$ cat src/rtl/trap_cmp_pkg.sv
package trap_cmp_pkg;
  localparam int unsigned NFLAG   = 5;
  localparam int unsigned FLAG_UGT = 0;
  localparam int unsigned FLAG_ULT = 1;
  localparam int unsigned FLAG_EQ  = 2;
  localparam int unsigned FLAG_SGT = 3;
  localparam int unsigned FLAG_SLT = 4;
  localparam int unsigned NOPND   = 2;
  typedef logic [NFLAG-1:0] flag_vec_t;
endpackage

$ cat src/rtl/trap_cmp_narrow.sv
module trap_cmp_narrow #(
  parameter int unsigned DATA_W = 64,
  parameter int unsigned HALF_W = 32
) (
  input  logic [trap_cmp_pkg::NOPND-1:0][DATA_W-1:0] opnd_i,
  input  logic                                       word_mode_i,
  output logic [trap_cmp_pkg::NOPND-1:0][DATA_W-1:0] sx_o,
  output logic [trap_cmp_pkg::NOPND-1:0][DATA_W-1:0] zx_o
);
  localparam int unsigned EXT_W = DATA_W - HALF_W;

  for (genvar g = 0; g < int'(trap_cmp_pkg::NOPND); g++) begin : g_opnd
    logic [HALF_W-1:0] low;
    assign low = opnd_i[g][HALF_W-1:0];
    always_comb begin
      if (word_mode_i) begin
        sx_o[g] = {{EXT_W{low[HALF_W-1]}}, low};
        zx_o[g] = {{EXT_W{1'b0}}, low};
      end else begin
        sx_o[g] = opnd_i[g];
        zx_o[g] = opnd_i[g];
      end
    end
  end
endmodule

$ cat src/rtl/trap_cmp_compare.sv
module trap_cmp_compare
  import trap_cmp_pkg::*;
#(
  parameter int unsigned DATA_W = 64
) (
  input  logic [NOPND-1:0][DATA_W-1:0] sx_i,
  input  logic [NOPND-1:0][DATA_W-1:0] zx_i,
  output flag_vec_t                    flags_o
);
  always_comb begin
    flags_o           = '0;
    flags_o[FLAG_SLT] = $signed(sx_i[0]) < $signed(sx_i[1]);
    flags_o[FLAG_SGT] = $signed(sx_i[0]) > $signed(sx_i[1]);
    flags_o[FLAG_ULT] = zx_i[0] < zx_i[1];
    flags_o[FLAG_UGT] = zx_i[0] > zx_i[1];
    flags_o[FLAG_EQ]  = zx_i[0] == zx_i[1];
  end

  // ordering trichotomy on both signed and unsigned views
  always_comb begin
    a_r4_signed_tri: assert ($countones({flags_o[FLAG_SLT], flags_o[FLAG_SGT], flags_o[FLAG_EQ]}) == 1)
      else $error("a_r4_signed_tri");
    a_r4_unsigned_tri: assert ($countones({flags_o[FLAG_ULT], flags_o[FLAG_UGT], flags_o[FLAG_EQ]}) == 1)
      else $error("a_r4_unsigned_tri");
  end
endmodule

$ cat src/rtl/trap_cmp_decide.sv
module trap_cmp_decide
  import trap_cmp_pkg::*;
#(
  parameter int unsigned XTYPE_W = 5
) (
  input  flag_vec_t          flags_i,
  input  flag_vec_t          mask_i,
  input  logic [XTYPE_W-1:0] exc_type_i,
  output logic               take_o
);
  logic cond_hit;
  assign cond_hit = |(flags_i & mask_i);
  assign take_o   = cond_hit | (|exc_type_i);

  always_comb begin
    a_r8_exc_forces: assert (exc_type_i == '0 || take_o)
      else $error("a_r8_exc_forces");
    a_r9_idle_quiet: assert (!(mask_i == '0 && exc_type_i == '0) || !take_o)
      else $error("a_r9_idle_quiet");
  end
endmodule

$ cat src/rtl/trap_cmp_unit.sv
module trap_cmp_unit
  import trap_cmp_pkg::*;
#(
  parameter int unsigned DATA_W  = 64,
  parameter int unsigned HALF_W  = 32,
  parameter int unsigned XTYPE_W = 5
) (
  input  logic [DATA_W-1:0]  opa_i,
  input  logic [DATA_W-1:0]  opb_i,
  input  logic               word_mode_i,
  input  logic [NFLAG-1:0]   cond_mask_i,
  input  logic [XTYPE_W-1:0] exc_type_i,
  output logic               take_trap_o,
  output logic [NFLAG-1:0]   cmp_flags_o
);
  logic [NOPND-1:0][DATA_W-1:0] opnd, sx, zx;
  flag_vec_t flags;

  assign opnd[0] = opa_i;
  assign opnd[1] = opb_i;

  trap_cmp_narrow #(.DATA_W(DATA_W), .HALF_W(HALF_W)) u_narrow (
    .opnd_i      (opnd),
    .word_mode_i (word_mode_i),
    .sx_o        (sx),
    .zx_o        (zx)
  );

  trap_cmp_compare #(.DATA_W(DATA_W)) u_cmp (
    .sx_i    (sx),
    .zx_i    (zx),
    .flags_o (flags)
  );

  trap_cmp_decide #(.XTYPE_W(XTYPE_W)) u_dec (
    .flags_i    (flags),
    .mask_i     (cond_mask_i),
    .exc_type_i (exc_type_i),
    .take_o     (take_trap_o)
  );

  assign cmp_flags_o = flags;

  // word mode equality depends on the low half alone
  always_comb begin
    a_r6_word_eq: assert (!word_mode_i ||
                          (flags[FLAG_EQ] == (opa_i[HALF_W-1:0] == opb_i[HALF_W-1:0])))
      else $error("a_r6_word_eq");
    a_r4_full_eq: assert (word_mode_i || (flags[FLAG_EQ] == (opa_i == opb_i)))
      else $error("a_r4_full_eq");
  end
endmodule

$ cat config.mk
export PLATFORM = sky130hd
export DESIGN_NAME = trap_cmp_unit
export DESIGN_NICKNAME = d
export VERILOG_FILES = /design/src/rtl/trap_cmp_pkg.sv /design/src/rtl/trap_cmp_narrow.sv /design/src/rtl/trap_cmp_compare.sv /design/src/rtl/trap_cmp_decide.sv /design/src/rtl/trap_cmp_unit.sv
export SDC_FILE = /design/constraint.sdc
export NUM_CORES = 1
export LEC_CHECK = 0
export BUFFER_PORTS_ARGS = -buffer_cell sky130_fd_sc_hd__buf_4
export CAP_MARGIN = 20
export CORE_UTILIZATION = 45
export DETAILED_ROUTE_END_ITERATION = 16
export PLACE_DENSITY_LB_ADDON = 0.15
export SLEW_MARGIN = 30
export SYNTH_ARGS = -nofsm -noshare
export SYNTH_HDL_FRONTEND = slang
export SYNTH_SLANG_ARGS = --single-unit
$ cat constraint.sdc
create_clock -name vclk -period 2.5
set_input_delay 0 -clock vclk [all_inputs]
set_output_delay 0 -clock vclk [all_outputs]
set_load 0.1 [all_outputs]
==> metrics <==
final std cells w/o fill=724; Cells after DPL=716; ordered cell list for the critical path=buf_12 -> inv_8 -> bufbuf_16 -> nand2_2 -> ha_4 -> nand4_1 -> nor4_2 -> buf_4 -> nand4_1 -> buf_4 -> o211a_4 -> mux2_4 -> o211ai_4 -> buf_12; FFs & Latches=0; wire per inst=13.8 um; Crit-path slowest cell=nor4_2; cells after synthesis=440; initial antenna violation count=0; final setup TNS=-0.122 ns; area of the multi-input gates=3130 um^2; Slew Limit Fails=0; Post-CTS Hold Fix Bufs=0; worst vdd rail ir drop=154 uV; Slew headroom=76.3%; crit path DAT=2.62 ns; register area share after synthesis=0%; top cells by area, synth=ha_1 (38%), a21oi_1 (11%), a21o_1 (10%); via/cell ratio=5.45; Final WS setup=-0.122 ns; clock buffer count=0; Worst Setup End Kind=output pin; final instance area=5130 um^2; remaining antenna violation count=0; combinational power share=100.0%; core area=6790 um^2; Crit Path Max Fanout=12; register area=0 um^2; Hold Path Sink=take_trap_o; Rows=30; GP Congestion=0.838; crit path kind=primary input to output pin; hold wc startpoint=cond_mask_i[3]; Final Hold Viols=0; Pleak=2.85 nW; most common cell in the netlist=ha_1; layout cells sized above 1=39.8%; largest net degree at the start of global routing=31; aggregate routed wire length=10000 um; Hold WC Path Type=primary input to output pin; post-synth net total=675; drt pass-1 iters=5; Netlist cell types=43; WHS Path Cells=4; status=finished with violations; FMAX=381 MHz; synth cell count leaders=ha_1 (96), a21oi_1 (69), nand2_1 (53); final setup fails=1; crit path time final=2.62 ns; DRC=0; unrepaired setup endpoints after global routing=yes; first-pass GRT wire length=16000 um; num ports=145; max_cap viols=0; Syn. warnings=0; post-synthesis instance area=3160 um^2; Layout area overhead=62.4%; die span in x=85.8 um; n_diodes=0; via count=3945; post-DP HPWL=8310 um; area share of the largest cell type after synthesis=38.0%; I/O Buffers=145; worst-margin pin slew=0.353 ns; Die ar.=7360 um^2; Synth area leader=ha_1; Tcrit/Tclk final=105%; GRT overflow=0; internal power=0.578 mW; Cell Area, Placed=4890 um^2; initial core utilization=46.5%; PwrDens=224 nW/um^2; syn_area_per_cell=7.18 um^2; sw power=0.572 mW; global-route usage over all layers=26.1%; switching share of power=49.7%; vias in the first global route=3871; CP required=2.50 ns; startpoint types=primary input; clock network power share=0%; worst hold slack=0.519 ns; FILL cells=517; Flop pwr share=0%; # nets final=865; Crit path largest cell delay=0.42 ns; initial DRC count=147; Die Y=85.8 um; failing checks=negative setup slack
-- cells in the final DEF, fill, tap and decap left out, types with 2 or more instances in the layout --
cell type and count:
a21o_1 43, nand4_1 16, a211o_1 2, buf_4 195, nand2_1 51, ha_4 4
o211ai_4 2, nor2b_1 32, ha_1 92, nor4_4 2, nor4_2 4, mux2_4 2
inv_1 34, a221oi_1 2, o211ai_1 2, o21ba_2 2, o21ai_0 9, buf_12 10
nand4_2 3, bufbuf_16 2, nor3_1 2, nand3_1 8, o21ai_1 2, o21a_1 2
nand2_2 2, nor2_1 6, a21oi_2 3, a21oi_1 65, nor2_4 4
-- area by class of cell --
class                           count  share of cell area [%]
Multi-Input combinational cell    384                    61.0
Tap cell                           96                    2.34
Inverter                           36                    2.78
Timing Repair Buffer              208                    33.9
-- worst max-delay path: cells and delay by family --
| family | cells | cell delay [ns] |
|---|---|---|
| AOI/OAI and AO/OA | 2 | 0.33 |
| muxes | 1 | 0.31 |
| buffers and inverters | 6 | 1.02 |
| adders and majority gates | 1 | 0.27 |
| and+or+nand+nor | 4 | 0.69 |
-- layer usage --
| layer | wire length (um) | share of wire [%] | GRT usage (%) | vias to the layer above |
|---|---|---|---|---|
| li1 | - | - | - | 1987 |
| met1 | 4150 | 41 | 30.6 | 1805 |
| met2 | 5220 | 52 | 52.7 | 135 |
| met3 | 476 | 4.8 | 0.962 | 18 |
| met4 | 158 | 1.6 | 4.39 | 0 |
| met5 | 0 | 0 | 0 | - |
-- power by group through the flow --
stage | logic (mW) | clock network (mW) | registers [mW]
after floorplan | 0.660 | 0 | 0
final | 1.15 | 0 | 0
after CTS | 1.10 | 0 | 0
after global routing | 1.25 | 0 | 0
after detailed placement | 1.06 | 0 | 0
after global placement | 1.02 | 0 | 0
-- worst max path at each step --
stage                 from           to  slack (ns)  cells past startpoint
4_1_cts          opb_i[31]  take_trap_o       -0.07                     15
5_1_grt        word_mode_i  take_trap_o       -0.17                     17
6_report       word_mode_i  take_trap_o       -0.12                     14
3_3_place_gp   word_mode_i  take_trap_o       -0.20                     16
2_1_floorplan  word_mode_i  take_trap_o       -0.43                     13
3_5_place_dp   word_mode_i  take_trap_o       -0.23                     14
-- logic make-up (layout without fill, tap and decap cells) --
kind of cell               after synthesis  count (layout)  share of synthesized area, %
muxes                                    2               2                         0.950
xor gates and xnor gates                 1               1                         0.277
AOI/OAI and AO/OA                      146             146                          29.8
and+or+nand+nor                        139             139                          24.3
adders and majority gates               96              96                          38.0
buffers and inverters                   56             244                          6.65
-- metrics by stage --
step           power [mW]  worst slack [ns]  utilization, %
6_report             1.15            -0.122            75.5
5_1_grt              1.25            -0.173            75.5
4_1_cts              1.10           -0.0697            74.1
3_5_place_dp         1.06            -0.227            72.0
3_3_place_gp         1.02            -0.205            72.0
2_1_floorplan       0.660            -0.432               -
-- timing repair --
item                                    in CTS  in global routing
pin swaps                                    5                  5
endpoints found under the setup margin       4                  5
buffers inserted                             4                  2
resized for setup                           12                 16
cloned                                       2                  0
Note: power is estimated with default switching activity, not from simulation.
